$ cat src/rtl/rr_sel_pkg.sv
package rr_sel_pkg;

    localparam int MAXW = 8;

    typedef logic [MAXW-1:0] umask_t;

    // isolate the most significant set bit
    function automatic umask_t top_bit(input umask_t m);
        umask_t r;
        r = '0;
        for (int i = 0; i < MAXW; i++) begin
            if (m[i]) r = umask_t'(1) << i;
        end
        return r;
    endfunction

    function automatic logic [3:0] pop8(input umask_t m);
        logic [3:0] c;
        c = '0;
        for (int i = 0; i < MAXW; i++) begin
            c = c + {3'b000, m[i]};
        end
        return c;
    endfunction

    // set of units the resource rotates over
    function automatic umask_t build_size(input logic grp, input umask_t gmask,
                                          input int n);
        umask_t r;
        r = '0;
        if (grp) begin
            r = gmask & ~top_bit(gmask);
        end else begin
            for (int i = 0; i < MAXW; i++) begin
                if (i < n) r[i] = 1'b1;
            end
        end
        return r;
    endfunction

endpackage

$ cat src/rtl/rr_seq_tracker.sv
module rr_seq_tracker
    import rr_sel_pkg::*;
#(
    parameter int W = 8,
    parameter logic [W-1:0] SIZE = '1,
    localparam int IDW = (W > 1) ? $clog2(W) : 1
) (
    input  logic           clk,
    input  logic           rst,
    input  logic           dyn_req,
    input  logic           stat_req,
    input  logic [IDW-1:0] stat_unit,
    output logic [W-1:0]   grant
);

    logic [W-1:0] seq_q, seq_d;
    logic [W-1:0] rem_q, rem_d;
    logic [W-1:0] dyn_bit, stat_bit;
    logic [W-1:0] after_dyn, after_stat, rem_mid, reload_val;

    always_comb begin
        umask_t wide;
        wide     = top_bit(umask_t'(seq_q));
        dyn_bit  = dyn_req ? wide[W-1:0] : '0;
        // a static pick outside the rotating set is dropped
        stat_bit = stat_req ? ((W'(1) << stat_unit) & SIZE) : '0;
        // dynamic grant is applied before the static pick
        after_dyn  = seq_q & ~dyn_bit;
        after_stat = after_dyn & ~stat_bit;
        rem_mid    = rem_q | (stat_bit & ~after_dyn);
        reload_val = SIZE & ~rem_mid;
        if (after_stat == '0) begin
            seq_d = (reload_val == '0) ? SIZE : reload_val;
            rem_d = '0;
        end else begin
            seq_d = after_stat;
            rem_d = rem_mid;
        end
    end

    assign grant = dyn_bit;

    always_ff @(posedge clk) begin
        if (rst) begin
            seq_q <= SIZE;
            rem_q <= '0;
        end else begin
            seq_q <= seq_d;
            rem_q <= rem_d;
        end
    end

    a_r2_grant_onehot: assert property (@(posedge clk) disable iff (rst)
        $onehot0(grant));

    a_r2_grant_leaves_seq: assert property (@(posedge clk) disable iff (rst)
        (dyn_req && !stat_req && $countones(seq_q) > 1) |=>
            ((seq_q & $past(grant)) == '0));

    a_r3_seq_never_empty: assert property (@(posedge clk) disable iff (rst)
        seq_q != '0);

    a_r5_removed_disjoint: assert property (@(posedge clk) disable iff (rst)
        (rem_q & seq_q) == '0);

    a_r12_within_size: assert property (@(posedge clk) disable iff (rst)
        ((seq_q | rem_q) & ~SIZE) == '0);

endmodule

$ cat src/rtl/rr_ready_pool.sv
module rr_ready_pool
    import rr_sel_pkg::*;
#(
    parameter int W = 8,
    parameter logic [W-1:0] SIZE = '1,
    localparam int IDW = (W > 1) ? $clog2(W) : 1,
    localparam int CW  = $clog2(W + 1)
) (
    input  logic           clk,
    input  logic           rst,
    input  logic           mark_en,
    input  logic           mark_rel,
    input  logic [IDW-1:0] mark_unit,
    output logic [CW-1:0]  ready_cnt,
    output logic           err
);

    logic [W-1:0] rdy_q, rdy_d;
    logic [W-1:0] mbit;
    logic         is_rdy, bad;

    always_comb begin
        mbit   = W'(1) << mark_unit;
        is_rdy = (rdy_q & mbit) != '0;
        bad    = ((mbit & SIZE) == '0) || (!mark_rel && !is_rdy) ||
                 (mark_rel && is_rdy);
        err    = mark_en && bad;
        rdy_d  = (mark_en && !bad) ? (rdy_q ^ mbit) : rdy_q;
    end

    always_comb begin
        logic [3:0] c;
        c         = pop8(umask_t'(rdy_q));
        ready_cnt = c[CW-1:0];
    end

    always_ff @(posedge clk) begin
        if (rst) rdy_q <= SIZE;
        else     rdy_q <= rdy_d;
    end

    a_r11_err_holds_mask: assert property (@(posedge clk) disable iff (rst)
        err |=> $stable(rdy_q));

    a_r9_use_clears: assert property (@(posedge clk) disable iff (rst)
        (mark_en && !mark_rel && !err) |=> ((rdy_q & $past(mbit)) == '0));

    a_r9_release_sets: assert property (@(posedge clk) disable iff (rst)
        (mark_en && mark_rel && !err) |=> ((rdy_q & $past(mbit)) != '0));

    a_r11_ready_in_size: assert property (@(posedge clk) disable iff (rst)
        (rdy_q & ~SIZE) == '0);

endmodule

$ cat src/rtl/rr_unit_selector.sv
module rr_unit_selector
    import rr_sel_pkg::*;
#(
    parameter int W = 8,
    parameter bit IS_GROUP = 1'b0,
    parameter int NUM_UNITS = 4,
    parameter logic [W-1:0] GROUP_MASK = '0,
    localparam int IDW = (W > 1) ? $clog2(W) : 1,
    localparam int CW  = $clog2(W + 1)
) (
    input  logic           clk,
    input  logic           rst,
    input  logic           dyn_req,
    input  logic           stat_req,
    input  logic [IDW-1:0] stat_unit,
    input  logic           mark_en,
    input  logic           mark_rel,
    input  logic [IDW-1:0] mark_unit,
    input  logic [CW-1:0]  need_units,
    output logic [W-1:0]   grant,
    output logic           ready,
    output logic [CW-1:0]  ready_cnt,
    output logic           err
    ,
    output logic [CW-1:0]  unit_count
);

    localparam umask_t SIZE_W = build_size(IS_GROUP, umask_t'(GROUP_MASK), NUM_UNITS);
    localparam logic [W-1:0] SIZE = SIZE_W[W-1:0];
    localparam logic [3:0] SIZE_POP = pop8(SIZE_W);
    localparam logic [CW-1:0] UNITS = IS_GROUP ? CW'(1) : SIZE_POP[CW-1:0];

    rr_seq_tracker #(.W(W), .SIZE(SIZE)) u_seq (
        .clk       (clk),
        .rst       (rst),
        .dyn_req   (dyn_req),
        .stat_req  (stat_req),
        .stat_unit (stat_unit),
        .grant     (grant)
    );

    rr_ready_pool #(.W(W), .SIZE(SIZE)) u_pool (
        .clk       (clk),
        .rst       (rst),
        .mark_en   (mark_en),
        .mark_rel  (mark_rel),
        .mark_unit (mark_unit),
        .ready_cnt (ready_cnt),
        .err       (err)
    );

    assign ready      = (ready_cnt >= need_units);
    assign unit_count = UNITS;

    a_r10_ready_drops: assert property (@(posedge clk) disable iff (rst)
        (ready_cnt == '0 && need_units != '0) |-> !ready);

    a_r1_cnt_bounded: assert property (@(posedge clk) disable iff (rst)
        ready_cnt <= CW'(SIZE_POP));

endmodule

$ cat config.mk
export PLATFORM = sky130hd
export DESIGN_NAME = rr_unit_selector
export DESIGN_NICKNAME = d
export VERILOG_FILES = /design/src/rtl/rr_sel_pkg.sv /design/src/rtl/rr_seq_tracker.sv /design/src/rtl/rr_ready_pool.sv /design/src/rtl/rr_unit_selector.sv
export SDC_FILE = /design/constraint.sdc
export NUM_CORES = 1
export LEC_CHECK = 0
export BUFFER_PORTS_ARGS = -buffer_cell sky130_fd_sc_hd__buf_2
export CORE_MARGIN = 3
export CORE_UTILIZATION = 55
export CTS_CLUSTER_SIZE = 30
export DETAILED_ROUTE_END_ITERATION = 8
export GPL_TIMING_DRIVEN = 0
export HOLD_SLACK_MARGIN = 0.02
export PLACE_DENSITY = 0.81
export SYNTH_ARGS = -nofsm -noshare
export SYNTH_HDL_FRONTEND = slang
export SYNTH_SLANG_ARGS = --single-unit
$ cat constraint.sdc
create_clock -name clk -period 9 [get_ports clk]
set_clock_uncertainty 0.05 [all_clocks]
set_input_delay 0.9 -clock clk [delete_from_list [all_inputs] [get_ports clk]]
set_output_delay 0.9 -clock clk [all_outputs]
set_load 0.01 [all_outputs]
==> impl_metrics.env, run 1 <==
export IMPL_dr_total_vias=1397
export IMPL_cts_root_buf="clkbuf_4"
export IMPL_hold_viol=0
export IMPL_insertion_delay_ns=0.31
export IMPL_ys_types=48
export IMPL_p_clk_frac=0.257
export IMPL_avgRoutedWirePerCell_um=13.84
export IMPL_start_util=0.5939
export IMPL_rsz0062_at_grt="false"
export IMPL_synth_top_cell_area_share=0.2649
export IMPL_cts_resized=0
export IMPL_cp_end_kind="output port"
export IMPL_finalMaxSlewViolations=0
export IMPL_fin_setup_tns_ns=0
export IMPL_period_share=0.5238
export IMPL_cp_required_ns=8.05
export IMPL_yosysSeqAreaShare=0.2649
export IMPL_swShare=0.3193
export IMPL_path_clk_slew_ns=0.11
export IMPL_power_frac_seq=0.449
export IMPL_grt_max_degree=12
export IMPL_overflow=0
export IMPL_synth_area_mm2=0.001511
export IMPL_hold_class="reg2reg"
export IMPL_worstPathMaxFanout=3
export IMPL_synth_edf_count=0
export IMPL_ir_worst_vdd_mv=0.08778
export IMPL_layout_drive_gt1_share=0.1776
export IMPL_wirelength_mm=3.377
export IMPL_syn_to_final_growth_pct=14.32
export IMPL_syn_inst=181
export IMPL_fp_coreArea_mm2=0.002545
export IMPL_post_dp_hpwl_mm=2.695
export IMPL_io_buffers=27
export IMPL_max_freq_mhz=212.1
export IMPL_p_leak_nw=0.8730
export IMPL_finalSetupViolCount=0
export IMPL_n_antenna_cell=0
export IMPL_fp_dieH_um=58.42
export IMPL_ios=34
export IMPL_via_per_inst=5.725
export IMPL_dp_cells=240
export IMPL_power_density_mw_per_mm2=122.8
export IMPL_grt_use_met3=0.04605
export IMPL_ant_nets=0
export IMPL_critPathLaunchType="flip-flop"
export IMPL_ys_flop_type="dfxtp_1"
export IMPL_synth_seq_cells=20
export IMPL_worst_setup_path_type="reg2out"
export IMPL_drc=0
export IMPL_postCtsHoldBufs=0
export IMPL_p_int_mw=0.1444
export IMPL_async_flop_share=0
export IMPL_cts_sinks=20
export IMPL_period_needed_ns=4.714
export IMPL_post_cts_buffers=0
export IMPL_grt_pass1_vias=1334
export IMPL_use_met2=0.4099
export IMPL_fin_nets=250
export IMPL_synth_area_leaders="dfxtp_1 26%, ha_1 12%, inv_1 6.0%"
export IMPL_numCtsBuffers=3
export IMPL_fillers=226
export IMPL_die_w_um=58.42
export IMPL_avgSynthCellArea_um2=8.351
export IMPL_comb_power_share=0.295
export IMPL_worst_pin_slew_ns=0.9395
export IMPL_firstDrtPassIters=4
export IMPL_instances_no_fill=244
export IMPL_globalRouteTotalUtil=0.2173
export IMPL_htree_num_levels=1
export IMPL_slew_headroom=0.3649
export IMPL_grt_busiest_layer="met2"
export IMPL_status="finished clean"
export IMPL_met1_usage=0.2358
export IMPL_yosys_warnings=0
export IMPL_gp_congestion=0.8777
export IMPL_cts_buffer_depth=2
export IMPL_grt_pass1_wl_mm=5.747
export IMPL_tritoncts="done"
export IMPL_antenna_found_initial=0
export IMPL_synth_top_cell_by_area="dfxtp_1"
export IMPL_row_count=18
export IMPL_crit_arrival_ns=3.76
export IMPL_drtIter0Drc=67
export IMPL_maxCapViolations=0
export IMPL_fp_dieArea_mm2=0.003413
export IMPL_p_switching_mw=0.06771
## cell usage after synthesis (all sizes together), types with 3 or more instances
cell / instances
a21o: 3
a21oi: 7
and3: 3
buf: 7
clkbuf: 3
dfxtp: 20
fa: 4
ha: 15
inv: 24
mux2i: 7
nand2: 9
nand2b: 3
nor2: 15
nor3: 9
nor3b: 3
nor4b: 3
nor4bb: 3
o21ai: 4
o31ai: 5
## power groups by stage
| stage | combinational, mW | clock [mW] | sequential, mW |
|---|---|---|---|
| 3_5_place_dp | 0.0623 | 0 | 0.0970 |
| 6_report | 0.0625 | 0.0545 | 0.0952 |
| 3_3_place_gp | 0.0580 | 0 | 0.0968 |
| 5_1_grt | 0.0706 | 0.0606 | 0.0955 |
| 2_1_floorplan | 0.0425 | 0 | 0.0960 |
| 4_1_cts | 0.0627 | 0.0560 | 0.0950 |
## layout make-up
| cell class | instances | area (µm²) | share of cell area |
|---|---|---|---|
| clock buffer | 4 | 36.28 | 0.02100 |
| inverter | 24 | 90.09 | 0.05214 |
| multi-input combinational | 129 | 970.9 | 0.5619 |
| tap | 30 | 37.54 | 0.02172 |
| buffer | 10 | 57.56 | 0.03331 |
| timing repair buffer | 27 | 135.1 | 0.07820 |
| sequential | 20 | 400.4 | 0.2317 |
## metal layers
layer	vias up	share of wire
met2	47	0.52
met5	-	0
met1	641	0.40
met3	9	0.057
li1	700	-
met4	0	0.025
## layout by cell type (no fill, tap or decap), types with 2 or more instances in the layout
| cell type | n |
|---|---|
| o211ai_1 | 2 |
| clkbuf_4 | 3 |
| nand2_1 | 9 |
| a21oi_1 | 7 |
| clkbuf_1 | 3 |
| nor4_1 | 2 |
| and3_1 | 3 |
| nand2b_1 | 3 |
| mux2i_1 | 7 |
| nor4bb_1 | 3 |
| conb_1 | 4 |
| inv_1 | 24 |
| nor2_1 | 15 |
| o22ai_1 | 2 |
| dfxtp_1 | 20 |
| o31ai_1 | 5 |
| and3b_1 | 2 |
| nor3b_1 | 3 |
| ha_1 | 15 |
| fa_1 | 4 |
| a21o_1 | 3 |
| nor3_1 | 9 |
| a21boi_0 | 2 |
| buf_2 | 28 |
| nor4b_1 | 3 |
| nor2b_1 | 2 |
| buf_4 | 5 |
| o21ai_0 | 4 |
## kinds of logic (layout without fill, tap and decap cells)
kind of cell               after synthesis  after routing  share of synthesized area
and+or+nand+nor                         63             63                     0.2426
AOI/OAI and AO/OA                       35             35                     0.1606
buffers and inverters                   34             65                    0.09768
DFF                                     20             20                     0.2649
adders and majority gates               19             19                     0.1772
muxes                                    7              7                    0.04636
other                                    2              4                   0.004969
xor gates and xnor gates                 1              1                   0.005796
## worst paths after layout
check	from	to	slack, ns	cells past startpoint
hold reg to reg	u_seq.seq_q[5]	u_seq.seq_q[5]	0.44	2
setup reg to reg	u_pool.rdy_q[1]	u_pool.rdy_q[1]	6.59	7
setup / recovery	u_pool.rdy_q[1]	ready	4.29	15
hold / removal	u_seq.seq_q[5]	u_seq.seq_q[5]	0.44	2
## flip-flops by register name, summed over array words and instances, names as in the netlist
name	flops
u_pool.rdy_q	8
u_seq.rem_q	4
u_seq.seq_q	8
## through the flow
| step | cell area [µm²] | hold slack, ns | setup slack, ns | power [mW] | utilization |
|---|---|---|---|---|---|
| global placement | 1692 | 0.4081 | 4.773 | 0.1548 | 0.6647 |
| global route | 1728 | 0.4919 | 4.067 | 0.2268 | 0.6790 |
| floorplan | 1519 | 0.3918 | 4.885 | 0.1385 | - |
| CTS | 1728 | 0.4429 | 4.282 | 0.2138 | 0.6790 |
| detailed placement | 1692 | 0.4215 | 4.640 | 0.1592 | 0.6647 |
| finish | 1728 | 0.4381 | 4.286 | 0.2121 | 0.6790 |
## worst max-delay path, cell delays in order, from the launching register on
cell and delay [ns]:
dfxtp_1 0.40, ha_1 0.25, inv_1 0.07, fa_1 0.42, fa_1 0.49, inv_1 0.05, fa_1 0.38, inv_1 0.08
fa_1 0.40, inv_1 0.09, ha_1 0.24, a21oi_1 0.14, nor2b_1 0.06, o21ai_0 0.18, nand2b_1 0.07, buf_2 0.14
Power figures use the tool's default switching activity.
==> run 2: changes to the inputs <==
--- a/config.mk
+++ b/config.mk
@@ -5,14 +5,15 @@
 export SDC_FILE = /design/constraint.sdc
 export NUM_CORES = 1
 export LEC_CHECK = 0
+export ABC_AREA = 1
 export BUFFER_PORTS_ARGS = -buffer_cell sky130_fd_sc_hd__buf_2
 export CORE_MARGIN = 3
-export CORE_UTILIZATION = 55
+export CORE_UTILIZATION = 54
 export CTS_CLUSTER_SIZE = 30
 export DETAILED_ROUTE_END_ITERATION = 8
 export GPL_TIMING_DRIVEN = 0
 export HOLD_SLACK_MARGIN = 0.02
-export PLACE_DENSITY = 0.81
+export PLACE_DENSITY = 0.79
 export SYNTH_ARGS = -nofsm -noshare
 export SYNTH_HDL_FRONTEND = slang
 export SYNTH_SLANG_ARGS = --single-unit
==> constraint.sdc (replaced) <==
create_clock -name clk -period 4.9 [get_ports clk]
set_clock_uncertainty 0.05 [all_clocks]
set_input_delay 0.49 -clock clk [delete_from_list [all_inputs] [get_ports clk]]
set_output_delay 0.49 -clock clk [all_outputs]
set_load 0.01 [all_outputs]
==> impl_metrics.env, run 2 <==
export IMPL_status="finished clean"
export IMPL_r2r_cells=7
export IMPL_min_to="u_pool.rdy_q[7]"
export IMPL_layout_drive_gt1_share=0.2402
export IMPL_maxCapViolations=0
export IMPL_dr_total_vias=1349
export IMPL_via_per_inst=4.750
export IMPL_cp_required_ns=4.36
export IMPL_critPathLaunchType="flip-flop"
export IMPL_fp_dieH_um=59.39
export IMPL_ys_flop_type="dfxtp_1"
export IMPL_worstPathMaxFanout=3
export IMPL_fp_coreArea_mm2=0.002590
export IMPL_max_freq_mhz=238.6
export IMPL_rsz0062_at_grt="false"
export IMPL_post_cts_buffers=0
export IMPL_fp_dieArea_mm2=0.003527
export IMPL_cp_end_kind="output port"
export IMPL_wirelength_mm=2.704
export IMPL_ys_types=30
export IMPL_p_leak_nw=0.9930
export IMPL_start_util=0.5942
export IMPL_grt_max_degree=12
export IMPL_cts_buffer_depth=2
export IMPL_finalMaxSlewViolations=0
export IMPL_avgSynthCellArea_um2=7.027
export IMPL_async_flop_share=0
export IMPL_grt_pass1_vias=1163
export IMPL_multiInputGateArea_um2=919.6
export IMPL_path_depth=15
export IMPL_globalRouteTotalUtil=0.1743
export IMPL_synth_top_cell_area_share=0.2602
export IMPL_die_w_um=59.39
export IMPL_synth_edf_count=0
export IMPL_cts_sinks=20
export IMPL_cp_common_cell="inv_1"
export IMPL_power_mw=0.4781
export IMPL_r2r_start="u_seq.seq_q[7]"
export IMPL_numCtsBuffers=3
export IMPL_cts_root_buf="clkbuf_4"
export IMPL_insertion_delay_ns=0.30
export IMPL_ir_worst_vdd_mv=0.2722
export IMPL_avgRoutedWirePerCell_um=9.521
export IMPL_firstDrtPassIters=4
export IMPL_path_clk_slew_ns=0.11
export IMPL_reg2reg_slack_ns=3.25
export IMPL_worst_path_buf_inv=6
export IMPL_worst_setup_path_type="reg2out"
export IMPL_reg_largest_list="u_pool.rdy_q x8, u_seq.seq_q x8, u_seq.rem_q x4"
export IMPL_syn_to_final_growth_pct=14.72
export IMPL_htree_num_levels=1
export IMPL_syn_inst=219
export IMPL_finalSetupViolCount=0
export IMPL_fillers=234
export IMPL_yosys_warnings=0
export IMPL_synth_top_cell_by_area="dfxtp_1"
export IMPL_period_needed_ns=4.192
export IMPL_seq_area_um2=400.4
export IMPL_yosysSeqAreaShare=0.2602
export IMPL_crit_arrival_ns=3.65
export IMPL_io_buffers=29
export IMPL_fin_nets=290
export IMPL_antenna_found_initial=0
export IMPL_cp_top_family="adder cells"
export IMPL_cp_slowest_stage_delay_ns=0.49
export IMPL_ios=34
export IMPL_synth_area_leaders="dfxtp_1 26%, ha_1 12%, inv_1 11%"
export IMPL_final_common_cell="inv_1"
export IMPL_overflow=0
export IMPL_grt_pass1_wl_mm=4.767
export IMPL_yosysMostFrequentCell="inv_1"
export IMPL_ant_nets=0
export IMPL_post_dp_hpwl_mm=2.287
export IMPL_synth_area_mm2=0.001539
export IMPL_gp_congestion=0.7412
export IMPL_hold_class="reg2reg"
export IMPL_tritoncts="done"
export IMPL_n_antenna_cell=0
export IMPL_final_cell_mix="46 x inv_1, 44 x nand2_1, 30 x buf_2"
export IMPL_min_path_cells=2
export IMPL_period_share=0.8554
export IMPL_yosys_top_cells_count="46 x inv_1, 44 x nand2_1, 20 x dfxtp_1, 17 x nor2_1, 15 x ha_1"
export IMPL_hold_viol=0
export IMPL_drtIter0Drc=35
export IMPL_crit_chain="ha_1, inv_1, fa_1, fa_1, inv_1, fa_1, inv_1, fa_1, inv_1, ha_1, inv_1, nor2_1, o211ai_1, nand3_1, buf_2"
export IMPL_postCtsHoldBufs=0
export IMPL_fin_setup_tns_ns=0
export IMPL_cp_slowest_cell="fa_1"
export IMPL_row_count=18
export IMPL_drc=0
export IMPL_cts_resized=0
export IMPL_synth_seq_cells=20
export IMPL_min_from="u_pool.rdy_q[7]"
export IMPL_rr_endpoint="u_seq.rem_q[2]"
export IMPL_power_density_mw_per_mm2=270.8
==> run 2: cell count changes after synthesis, moves of 4 or more <==
cell / change
nand2_1: +35
o21ai_0: -4
o21ai_1: +7
o31ai_1: -5
inv_1: +22
nor2_2: +8
inv_2: +4
nand3_1: +9
mux2i_1: -7
==> run 2: per-layer routing <==
metal,routed length [µm],vias to the layer above,GRT usage,part of all wire
met1,1317,570,0.2313,0.49
met5,0,-,0,0
met2,1196,35,0.2871,0.44
met4,30,0,0.04854,0.011
met3,159,4,0.03268,0.059
li1,-,740,-,-
==> run 2: layout make-up <==
class                           count  share of cell area
Sequential cell                    20              0.2268
Buffer                              6             0.02197
Inverter                           50              0.1063
Timing Repair Buffer               29             0.08221
Clock buffer                        4             0.02055
Tap cell                           30             0.02126
Multi-Input combinational cell    145              0.5209
==> run 2: worst register-to-register path, stage by stage, from the launching register on <==
cell and delay, ns:
dfxtp_1 0.40, nor2_4 0.21, nand3_1 0.12, nand2_1 0.10
or2_1 0.15, nand3_2 0.12, o21ai_4 0.34, nor2_2 0.06
==> run 2: logic make-up (layout without fill, tap and decap cells) <==
family / count (synthesis) / after routing / synth area share
other cells: 2 / 4 / 0.004880
xor+xnor: 1 / 1 / 0.005692
compound gates: 19 / 19 / 0.08455
buf+inv: 56 / 89 / 0.1471
flops: 20 / 20 / 0.2602
fa+ha+maj: 19 / 19 / 0.1740
simple gates: 102 / 102 / 0.3236
==> run 2: through the flow <==
step	cells	util	hold WS, ns	worst slack [ns]	area [µm²]
2_1_floorplan	221	-	0.4243	1.227	1546
3_3_place_gp	280	0.6676	0.4495	1.076	1729
3_5_place_dp	280	0.6676	0.4557	1.024	1729
4_1_cts	284	0.6816	0.4702	0.6778	1765
5_1_grt	284	0.6816	0.5057	0.4677	1765
6_report	284	0.6816	0.4706	0.7083	1765
==> run 2: power by group <==
group,total (mW),switching [mW],internal [mW]
clock,0.0962,0.0509,0.0453
combinational,0.205,0.116,0.0884
sequential,0.177,0.00686,0.170
total,0.478,0.174,0.304
==> run 2: worst max-delay path by stage <==
stage          endpoint       startpoint
6_report          ready  u_pool.rdy_q[1]
5_1_grt           ready  u_pool.rdy_q[1]
4_1_cts           ready  u_pool.rdy_q[1]
3_5_place_dp      ready  u_pool.rdy_q[1]
3_3_place_gp      ready  u_pool.rdy_q[1]
2_1_floorplan     ready  u_pool.rdy_q[0]
==> run 3: changes to the inputs <==
==> constraint.sdc (replaced) <==
create_clock -name clk -period 4.9 [get_ports clk]
set_clock_uncertainty 0.05 [all_clocks]
set_input_delay 1.225 -clock clk [delete_from_list [all_inputs] [get_ports clk]]
set_output_delay 1.225 -clock clk [all_outputs]
set_load 0.01 [all_outputs]
==> impl_metrics.env, run 3 (synthesized netlist as in run 2, its figures left out) <==
export IMPL_status="finished clean"
export IMPL_drtIter0Drc=39
export IMPL_hold_class="reg2reg"
export IMPL_wirelength_mm=2.713
export IMPL_postCtsHoldBufs=0
export IMPL_cp_end_kind="output port"
export IMPL_fin_nets=290
export IMPL_final_common_cell="nand2_1"
export IMPL_power_mw=0.4850
export IMPL_critPathLaunchType="flip-flop"
export IMPL_ant_nets=0
export IMPL_post_cts_buffers=0
export IMPL_worst_setup_path_type="reg2out"
export IMPL_period_needed_ns=4.831
export IMPL_period_share=0.9860
export IMPL_grt_pass1_wl_mm=4.795
export IMPL_cts_root_buf="clkbuf_4"
export IMPL_hold_viol=0
export IMPL_p_leak_nw=0.9887
export IMPL_fin_hold_ws_ns=0.4557
export IMPL_crit_arrival_ns=3.56
export IMPL_die_w_um=59.39
export IMPL_p_switching_mw=0.1772
export IMPL_multiInputGateArea_um2=922.1
export IMPL_finalMaxSlewViolations=0
export IMPL_row_count=18
export IMPL_gp_congestion=0.7412
export IMPL_fillers=233
export IMPL_seq_area_um2=402.9
export IMPL_swShare=0.3655
export IMPL_dr_total_vias=1341
export IMPL_comb_power_share=0.433
export IMPL_globalRouteTotalUtil=0.1752
export IMPL_n_antenna_cell=0
export IMPL_ios=34
export IMPL_r2r_cells=7
export IMPL_overflow=0
export IMPL_worst_slack_ns=0.06875
export IMPL_avgRoutedWirePerCell_um=9.553
export IMPL_syn_to_final_growth_pct=15.04
export IMPL_rsz0062_at_grt="true"
export IMPL_via_per_inst=4.722
export IMPL_worstPathMaxFanout=3
export IMPL_grt_pass1_vias=1165
export IMPL_post_dp_hpwl_mm=2.287
export IMPL_drc=0
export IMPL_io_buffers=29
export IMPL_cts_buffer_depth=2
export IMPL_max_freq_mhz=207.0
export IMPL_cp_required_ns=3.62
export IMPL_htree_num_levels=1
export IMPL_power_density_mw_per_mm2=273.9
export IMPL_ir_worst_vdd_mv=0.2854
export IMPL_final_cell_mix="44 x nand2_1, 43 x inv_1, 30 x buf_2"
export IMPL_firstDrtPassIters=5
export IMPL_tritoncts="done"
export IMPL_antenna_found_initial=0
export IMPL_min_path_cells=2
export IMPL_layout_drive_gt1_share=0.2638
export IMPL_p_int_mw=0.3077
export IMPL_numCtsBuffers=3
export IMPL_p_clk_frac=0.200
export IMPL_fp_dieH_um=59.39
export IMPL_reg_largest_list="u_pool.rdy_q x8, u_seq.seq_q x8, u_seq.rem_q x4"
export IMPL_start_util=0.5942
export IMPL_cts_sinks=20
export IMPL_path_clk_slew_ns=0.11
export IMPL_grt_max_degree=12
export IMPL_insertion_delay_ns=0.30
export IMPL_finalSetupViolCount=0
export IMPL_place_worst_setup_slack_ns=0.2890
export IMPL_fp_dieArea_mm2=0.003527
export IMPL_power_frac_seq=0.366
export IMPL_fp_coreArea_mm2=0.002590
export IMPL_maxCapViolations=0
## run 3: cell counts in the layout (fill, tap and decap cells not counted)
No cell type changed its count.
## run 3: cell type report
cell class	count	area share
Buffer	6	0.02191
Clock buffer	4	0.02049
Inverter	50	0.1060
Multi-Input combinational cell	145	0.5208
Sequential cell	20	0.2276
Tap cell	30	0.02120
Timing Repair Buffer	29	0.08198
## run 3: repair_timing
action,4_1_cts,5_1_grt
resized for setup,2,4
endpoints found under the setup margin,1,1
gates cloned,0,0
## run 3: final timing paths
| check | from | endpoint | slack (ns) |
|---|---|---|---|
| worst max-delay path | u_pool.rdy_q[1] | ready | 0.07 |
| worst min-delay path | u_pool.rdy_q[0] | u_pool.rdy_q[0] | 0.46 |
| worst max register to register | u_seq.seq_q[7] | u_seq.rem_q[2] | 3.25 |
| worst min register to register | u_pool.rdy_q[0] | u_pool.rdy_q[0] | 0.46 |
## run 3: power by group through the flow
stage	registers [mW]	logic, mW	clock network [mW]
floorplan	0.179	0.147	0
global placement	0.181	0.202	0
detailed placement	0.181	0.207	0
CTS	0.177	0.210	0.0993
global route	0.179	0.244	0.106
finish	0.178	0.210	0.0972
## run 3: metrics by stage
stage               area [µm²]  utilization  setup TNS [ns]  cells
floorplan                 1546            -               0    221
global placement          1729       0.6676               0    280
detailed placement        1729       0.6676               0    280
CTS                       1769       0.6831               0    284
global route              1770       0.6836         -0.1174    284
finish                    1770       0.6836               0    284
## run 3: worst max-delay path: stages, from the launching register on
cell and delay [ns]:
dfxtp_2 0.36, ha_1 0.28, inv_2 0.03, fa_1 0.45, fa_1 0.49, inv_1 0.05
fa_2 0.36, inv_2 0.07, fa_1 0.41, inv_2 0.07, ha_1 0.23, inv_1 0.06
nor2_1 0.03, o211ai_1 0.15, nand3_1 0.08, buf_2 0.14
## run 3: metal layers
metal,routed length (µm),vias to the layer above,track usage
met4,30,0,0.04854
met3,151,4,0.03268
li1,-,740,-
met5,0,-,0
met2,1187,33,0.2871
met1,1343,564,0.2340
